File: config.mk
export PLATFORM = sky130hd
export DESIGN_NAME = scl_wavegen
export DESIGN_NICKNAME = d
export VERILOG_FILES = /design/src/rtl/scl_wg_pkg.sv /design/src/rtl/scl_wg_field_dec.sv /design/src/rtl/scl_wg_len_calc.sv /design/src/rtl/scl_wg_phase_ctr.sv /design/src/rtl/scl_wavegen.sv
export SDC_FILE = /design/constraint.sdc
export NUM_CORES = 1
export LEC_CHECK = 0
export BUFFER_PORTS_ARGS = -buffer_cell sky130_fd_sc_hd__clkbuf_2
export CAP_MARGIN = 20
export CELL_PAD_IN_SITES_DETAIL_PLACEMENT = 2
export CELL_PAD_IN_SITES_GLOBAL_PLACEMENT = 2
export CORE_UTILIZATION = 37
export CTS_CLUSTER_DIAMETER = 40
export DETAILED_ROUTE_END_ITERATION = 10
export PLACE_DENSITY = 0.83
export SYNTH_ARGS = -nofsm -noshare
export SYNTH_HDL_FRONTEND = slang
export SYNTH_SLANG_ARGS = --single-unit
File: constraint.sdc
create_clock -name clk -period 6.1 [get_ports clk]
set_input_delay 0.915 -clock clk [delete_from_list [all_inputs] [get_ports clk]]
set_output_delay 0.915 -clock clk [all_outputs]
set_load 0.01 [all_outputs]
File: src/rtl/scl_wg_pkg.sv
package scl_wg_pkg;
   // Level of the half currently being timed
   typedef enum logic {
      LVL_LOW  = 1'b0,
      LVL_HIGH = 1'b1
   } scl_lvl_e;

   // Longest half, in system clocks, for a given field geometry
   function automatic int unsigned max_half_len(int unsigned div_w,
                                                int unsigned exp_max,
                                                int unsigned offset);
      return ((2 ** div_w) - 1) * (2 ** exp_max) + offset;
   endfunction
endpackage

File: src/rtl/scl_wg_field_dec.sv
module scl_wg_field_dec #(
   parameter int unsigned DIV_W   = 8,
   parameter int unsigned EXP_W   = 3,
   parameter int unsigned EXP_MAX = 5,
   localparam int unsigned CFG_W  = 2 * DIV_W + EXP_W,
   localparam int unsigned EXP_SW = $clog2(EXP_MAX + 1)
) (
   input  logic [CFG_W-1:0]  cfg_word,
   input  logic              next_high,
   output logic [DIV_W-1:0]  div_o,
   output logic [EXP_SW-1:0] exp_o
);
   logic [DIV_W-1:0] lo_div;
   logic [DIV_W-1:0] hi_div;
   logic [EXP_W-1:0] exp_raw;

   assign lo_div  = cfg_word[DIV_W-1:0];
   assign hi_div  = cfg_word[2*DIV_W-1:DIV_W];
   assign exp_raw = cfg_word[CFG_W-1:2*DIV_W];

   assign div_o = next_high ? hi_div : lo_div;

   generate
      if (EXP_MAX >= (2 ** EXP_W) - 1) begin : g_no_cap
         // Field cannot exceed the limit: pass it straight through
         assign exp_o = EXP_SW'(exp_raw);
      end else begin : g_cap
         localparam logic [EXP_W-1:0]  CAP_W = EXP_W'(EXP_MAX);
         localparam logic [EXP_SW-1:0] CAP_S = EXP_SW'(EXP_MAX);
         assign exp_o = (exp_raw > CAP_W) ? CAP_S : exp_raw[EXP_SW-1:0];
      end
   endgenerate
endmodule

File: src/rtl/scl_wg_len_calc.sv
module scl_wg_len_calc #(
   parameter int unsigned DIV_W   = 8,
   parameter int unsigned EXP_SW  = 3,
   parameter int unsigned OFFSET  = 3,
   parameter int unsigned CNT_W   = 13
) (
   input  logic [DIV_W-1:0]  div_i,
   input  logic [EXP_SW-1:0] exp_i,
   output logic [CNT_W-1:0]  len_m1
);
   // Logarithmic shifter: stage k shifts by 2^k when exponent bit k is set
   logic [CNT_W-1:0] stage [0:EXP_SW];

   assign stage[0] = {{(CNT_W-DIV_W){1'b0}}, div_i};

   generate
      for (genvar k = 0; k < EXP_SW; k++) begin : g_shift
         assign stage[k+1] = exp_i[k] ? (stage[k] << (2 ** k)) : stage[k];
      end
   endgenerate

   localparam logic [CNT_W-1:0] OFS_M1 = CNT_W'(OFFSET - 1);

   assign len_m1 = stage[EXP_SW] + OFS_M1;
endmodule

File: src/rtl/scl_wg_phase_ctr.sv
module scl_wg_phase_ctr
   import scl_wg_pkg::*;
#(
   parameter int unsigned CNT_W = 13
) (
   input  logic             clk,
   input  logic             rst_n,
   input  logic             enable,
   input  logic [CNT_W-1:0] len_m1,
   output logic             next_high,
   output logic             scl_o,
   output logic             phase_start_o
);
   logic             running_q;
   scl_lvl_e         lvl_q;
   logic [CNT_W-1:0] remain_q;
   logic             pulse_q;

   // Running and currently low: the half to be loaded next is high
   assign next_high = running_q && (lvl_q == LVL_LOW);

   always_ff @(posedge clk or negedge rst_n) begin
      if (!rst_n) begin
         running_q <= 1'b0;
         lvl_q     <= LVL_HIGH;
         remain_q  <= '0;
         pulse_q   <= 1'b0;
      end else if (!enable) begin
         running_q <= 1'b0;
         lvl_q     <= LVL_HIGH;
         remain_q  <= '0;
         pulse_q   <= 1'b0;
      end else if (!running_q) begin
         running_q <= 1'b1;
         lvl_q     <= LVL_LOW;
         remain_q  <= len_m1;
         pulse_q   <= 1'b1;
      end else if (remain_q == '0) begin
         lvl_q     <= (lvl_q == LVL_LOW) ? LVL_HIGH : LVL_LOW;
         remain_q  <= len_m1;
         pulse_q   <= 1'b1;
      end else begin
         remain_q  <= remain_q - 1'b1;
         pulse_q   <= 1'b0;
      end
   end

   assign scl_o         = (lvl_q == LVL_HIGH);
   assign phase_start_o = pulse_q;
endmodule

File: src/rtl/scl_wavegen.sv
module scl_wavegen
   import scl_wg_pkg::*;
#(
   parameter int unsigned DIV_W   = 8,
   parameter int unsigned EXP_W   = 3,
   parameter int unsigned EXP_MAX = 5,
   parameter int unsigned OFFSET  = 3,
   localparam int unsigned CFG_W   = 2 * DIV_W + EXP_W,
   localparam int unsigned EXP_SW  = $clog2(EXP_MAX + 1),
   localparam int unsigned MAX_LEN = max_half_len(DIV_W, EXP_MAX, OFFSET),
   localparam int unsigned CNT_W   = $clog2(MAX_LEN + 1)
) (
   input  logic             clk,
   input  logic             rst_n,
   input  logic             enable,
   input  logic [CFG_W-1:0] cfg_word,
   output logic             scl_o,
   output logic             phase_start_o
);
   // Elaboration-time parameter checks
   generate
      if (DIV_W < 1) begin : g_bad_div
         $error("DIV_W must be at least 1");
      end
      if (EXP_MAX < 1) begin : g_bad_exp
         $error("EXP_MAX must be at least 1");
      end
      if (OFFSET < 1) begin : g_bad_ofs
         $error("OFFSET must be at least 1");
      end
      if (EXP_SW > EXP_W) begin : g_bad_field
         $error("EXP_W too narrow to hold EXP_MAX");
      end
   endgenerate

   logic              nxt_high;
   logic [DIV_W-1:0]  sel_div;
   logic [EXP_SW-1:0] sel_exp;
   logic [CNT_W-1:0]  half_m1;

   scl_wg_field_dec #(
      .DIV_W   (DIV_W),
      .EXP_W   (EXP_W),
      .EXP_MAX (EXP_MAX)
   ) u_dec (
      .cfg_word  (cfg_word),
      .next_high (nxt_high),
      .div_o     (sel_div),
      .exp_o     (sel_exp)
   );

   scl_wg_len_calc #(
      .DIV_W  (DIV_W),
      .EXP_SW (EXP_SW),
      .OFFSET (OFFSET),
      .CNT_W  (CNT_W)
   ) u_len (
      .div_i  (sel_div),
      .exp_i  (sel_exp),
      .len_m1 (half_m1)
   );

   scl_wg_phase_ctr #(
      .CNT_W (CNT_W)
   ) u_ctr (
      .clk           (clk),
      .rst_n         (rst_n),
      .enable        (enable),
      .len_m1        (half_m1),
      .next_high     (nxt_high),
      .scl_o         (scl_o),
      .phase_start_o (phase_start_o)
   );
endmodule

==> flow_summary.yaml <==
timing:
  timing.final.hold_violations: 0
  finalSetupViolations: 0
  setup_repair_after_global_routing_missed_its_margin: "no"
  setup_total_negative_slack_ps: 0
  timing_max_transition_violations_final: 0
  fin_crit_sh_pct: 53.06
  max_clock_skew_ps: 8.646
  slew_headroom_pct: 52.69
  tightest_slew_ps: 704.3
  max_freq_mhz: 309.0
  post_layout_min_period_ps: 3237
die:
  die_y_microns: 66.68
  pin_count: 24
  initial_utilization_pct: 38.69
  fp.dieArea_sq_um: 4446
  chipWidth_microns: 66.68
  floorplan.rows: 23
  core-area_sq_um: 4000
grt:
  wire_length_of_the_first_global_routing_pass_mm: 7.341
  grt_antenna_before_repair: 0
  grt_max_degree: 20
  first_global_vias: 1555
  global_route.overflow_total: 0
  grt_util_all_layers_pct: 21.86
worst_setup_path:
  cp-start-kind: "primary input"
  timing.critical_path.slowest_stage_cell: "sky130_fd_sc_hd__a21oi_2"
  critPathCaptureType: "flop"
  critical_path_arrival_ps: 3400
  path_class: "in -> reg"
  worstPathCellList: "clkbuf_2 -> a21oi_2 -> mux2i_1 -> a21oi_1 -> nor2_1 -> ha_1 -> nand3_1 -> a21oi_2 -> nand4bb_1 -> or3_1 -> a21oi_1"
  worst-path-max-fanout: 19
  reg2reg_depth: 11
  cp.required_ps: 6270
  critPathMaxStageDelay_ps: 390
synth:
  dominantRegCellSynth: "sky130_fd_sc_hd__dfrtp_1"
  ys_async_sr_fraction_pct: 100.0
  number_of_warnings_issued_by_yosys: 0
  flop_and_latch_count_out_of_synthesis: 16
  ys_types: 50
  synthesis.area_sq_um: 1548
  yosysSeqAreaShare_pct: 25.95
  synth_cells: 172
  post_synthesis_net_count: 196
  avgSynthCellArea_sq_um: 8.998
  synth-edff-count: 0
layout:
  post_route_cells_drive_above_1_share_pct: 21.58
  num-nets-final: 215
  nFillCells: 465
  n_antenna_cell: 0
  area_growth_syn_to_layout_pct: 11.56
route:
  detailedRoute.firstIterationViolations: 30
  postRouteAntennaNets: 0
  detail_route.vias_per_cell: 5.796
  post_drt_wl_per_cell_microns: 18.61
  drt-pass1-iter-count: 4
  num_vias: 1391
  drt_drc_violations_left: 0
  finalWirelength_mm: 4.467
power_and_ir_drop:
  ir_drop_mv: 0.07072
  totalPowerFinal_uw: 353.5
  power.density_cell_area_nw_per_um2: 204.7
  power.static_leakage_uw: 0.0007712
cts:
  cts.repair.resized: 0
  numClockSinks: 16
  htreeDepth: 1
  hold_buffers: 0
  cts_post_setup_buffers_inserted: 0
  clk_latency_ps: 250
  clk_slew_on_worst_s_h_paths_ps: 70
  ctsLongestPathBuffers: 2
  root_buffer: "sky130_fd_sc_hd__clkbuf_8"
  cts_inserted_buffers: 3
  tritoncts_clock_tree: "yes"
min_path:
  worst_hold_path_type: "in -> async"
placed_design:
  port_buffers: 23
  place_hpwl_mm: 3.558
  routabilityCongestion: 0.8869
status:
  outcome: "completed"
job:
  count_of_max_cap_constraint_violations: 0
[final cells by class]
type                            count  area (sq um)  share of cell area, %
Sequential cell                    16         401.6                  23.26
Timing Repair Buffer               23         115.1                  6.667
Clock buffer                        4         55.05                  3.188
Multi-Input combinational cell    142          1074                  62.17
Tap cell                           50         62.56                  3.623
Inverter                            5         18.77                  1.087
[path summary, 6_finish.rpt]
check,startpoint,slack [ps],endpoint
max reg2reg,u_ctr.running_q$_DFF_PN0_,3010,u_ctr.remain_q[11]$_DFF_PN0_
max in group asynchronous,rst_n,5180,u_ctr.scl_o$_DFFE_PN1P_
max,cfg_word[18],2860,u_ctr.remain_q[11]$_DFF_PN0_
min reg2reg,u_ctr.running_q$_DFF_PN0_,620,u_ctr.scl_o$_DFFE_PN1P_
min in group clk,u_ctr.running_q$_DFF_PN0_,620,u_ctr.scl_o$_DFFE_PN1P_
min,rst_n,580,u_ctr.remain_q[6]$_DFF_PN0_
[kinds of logic after synthesis]
| logic type | count (synthesis) | share of synthesized area (%) |
|---|---|---|
| AND/OR/NAND/NOR | 62 | 21.67 |
| AO/OA/AOI/OAI | 45 | 21.34 |
| multiplexers | 17 | 15.68 |
| XOR/XNOR | 16 | 9.055 |
| flip-flops | 16 | 25.95 |
| buffers and inverters | 14 | 4.688 |
| adder cells (fa/ha/maj) | 2 | 1.617 |
[where the power goes]
part           switching [uW]  internal [uW]
combinational            74.6           54.0
clock                    39.0           57.3
sequential               11.0            118
[synthesized netlist by cell type (2+ instances only)]
cell	count	area [sq um]
sky130_fd_sc_hd__a21oi_1	11	55.05
sky130_fd_sc_hd__o211a_1	3	30.03
sky130_fd_sc_hd__a22oi_1	2	15.01
sky130_fd_sc_hd__o311a_1	2	20.02
sky130_fd_sc_hd__o22ai_1	2	12.51
sky130_fd_sc_hd__xor2_1	9	78.83
sky130_fd_sc_hd__a21oi_2	2	17.52
sky130_fd_sc_hd__o21ai_0	9	45.04
sky130_fd_sc_hd__xnor2_1	7	61.31
sky130_fd_sc_hd__clkbuf_1	5	18.77
sky130_fd_sc_hd__and3_1	2	12.51
sky130_fd_sc_hd__nor4_1	2	12.51
sky130_fd_sc_hd__mux4_2	4	90.09
sky130_fd_sc_hd__or3_1	3	18.77
sky130_fd_sc_hd__nor3b_1	3	22.52
sky130_fd_sc_hd__nand3_1	6	30.03
sky130_fd_sc_hd__o31ai_1	2	15.01
sky130_fd_sc_hd__nand2_1	18	67.56
sky130_fd_sc_hd__buf_2	3	15.01
sky130_fd_sc_hd__and2_1	3	18.77
sky130_fd_sc_hd__nand2b_1	3	18.77
sky130_fd_sc_hd__mux2_2	2	22.52
sky130_fd_sc_hd__nor2_1	10	37.54
sky130_fd_sc_hd__mux2i_1	9	90.09
sky130_fd_sc_hd__ha_1	2	25.02
sky130_fd_sc_hd__nor3_1	4	20.02
sky130_fd_sc_hd__dfrtp_1	15	375.4
sky130_fd_sc_hd__a21o_1	4	30.03
sky130_fd_sc_hd__inv_1	4	15.01
[flip-flops by register name (all words and copies together), names as in the netlist]
register	cells
u_ctr.phase_start_o	1
u_ctr.remain_q	13
u_ctr.running_q	1
u_ctr.scl_o	1
[cells in the final DEF (no fill, tap or decap), types with 3 or more instances in the layout]
master / n
sky130_fd_sc_hd__clkbuf_2: 23
sky130_fd_sc_hd__a21o_1: 4
sky130_fd_sc_hd__nand3_1: 6
sky130_fd_sc_hd__mux2i_1: 9
sky130_fd_sc_hd__nor3b_1: 3
sky130_fd_sc_hd__nand2_1: 18
sky130_fd_sc_hd__a21oi_1: 11
sky130_fd_sc_hd__o211a_1: 3
sky130_fd_sc_hd__inv_1: 4
sky130_fd_sc_hd__o21ai_0: 9
sky130_fd_sc_hd__or3_1: 3
sky130_fd_sc_hd__xor2_1: 9
sky130_fd_sc_hd__xnor2_1: 7
sky130_fd_sc_hd__and2_1: 3
sky130_fd_sc_hd__nand2b_1: 3
sky130_fd_sc_hd__nor3_1: 4
sky130_fd_sc_hd__nor2_1: 10
sky130_fd_sc_hd__dfrtp_1: 15
sky130_fd_sc_hd__mux4_2: 4
sky130_fd_sc_hd__clkbuf_8: 4
[critical path: cells and delay by family]
| kind | cells | cell delay (ps) |
|---|---|---|
| AO/OA/AOI/OAI | 4 | 870 |
| AND/OR/NAND/NOR | 4 | 780 |
| multiplexers | 1 | 330 |
| buffers and inverters | 1 | 260 |
| adder cells (fa/ha/maj) | 1 | 230 |
[metal layers]
layer / vias up / GRT usage (%) / part of all wire [%]
li1: 671 / - / -
met1: 698 / 26.09 / 44
met2: 20 / 41.04 / 53
met3: 2 / 2.740 / 1.9
met4: 0 / 4.521 / 0.58
met5: - / 0 / 0
[metrics by stage]
step / area [sq um] / std cells / util [%] / hold slack, ps / worst slack, ps
3_3_place_gp: 1672 / 236 / 41.79 / 579.6 / 2784
3_5_place_dp: 1672 / 236 / 41.79 / 615.7 / 2602
6_report: 1727 / 240 / 43.17 / 582.2 / 2863
5_1_grt: 1727 / 240 / 43.17 / 606.0 / 2695
2_1_floorplan: 1548 / 172 / - / 527.5 / 3122
4_1_cts: 1727 / 240 / 43.17 / 604.5 / 2853
(Power assumes the default switching activity.)
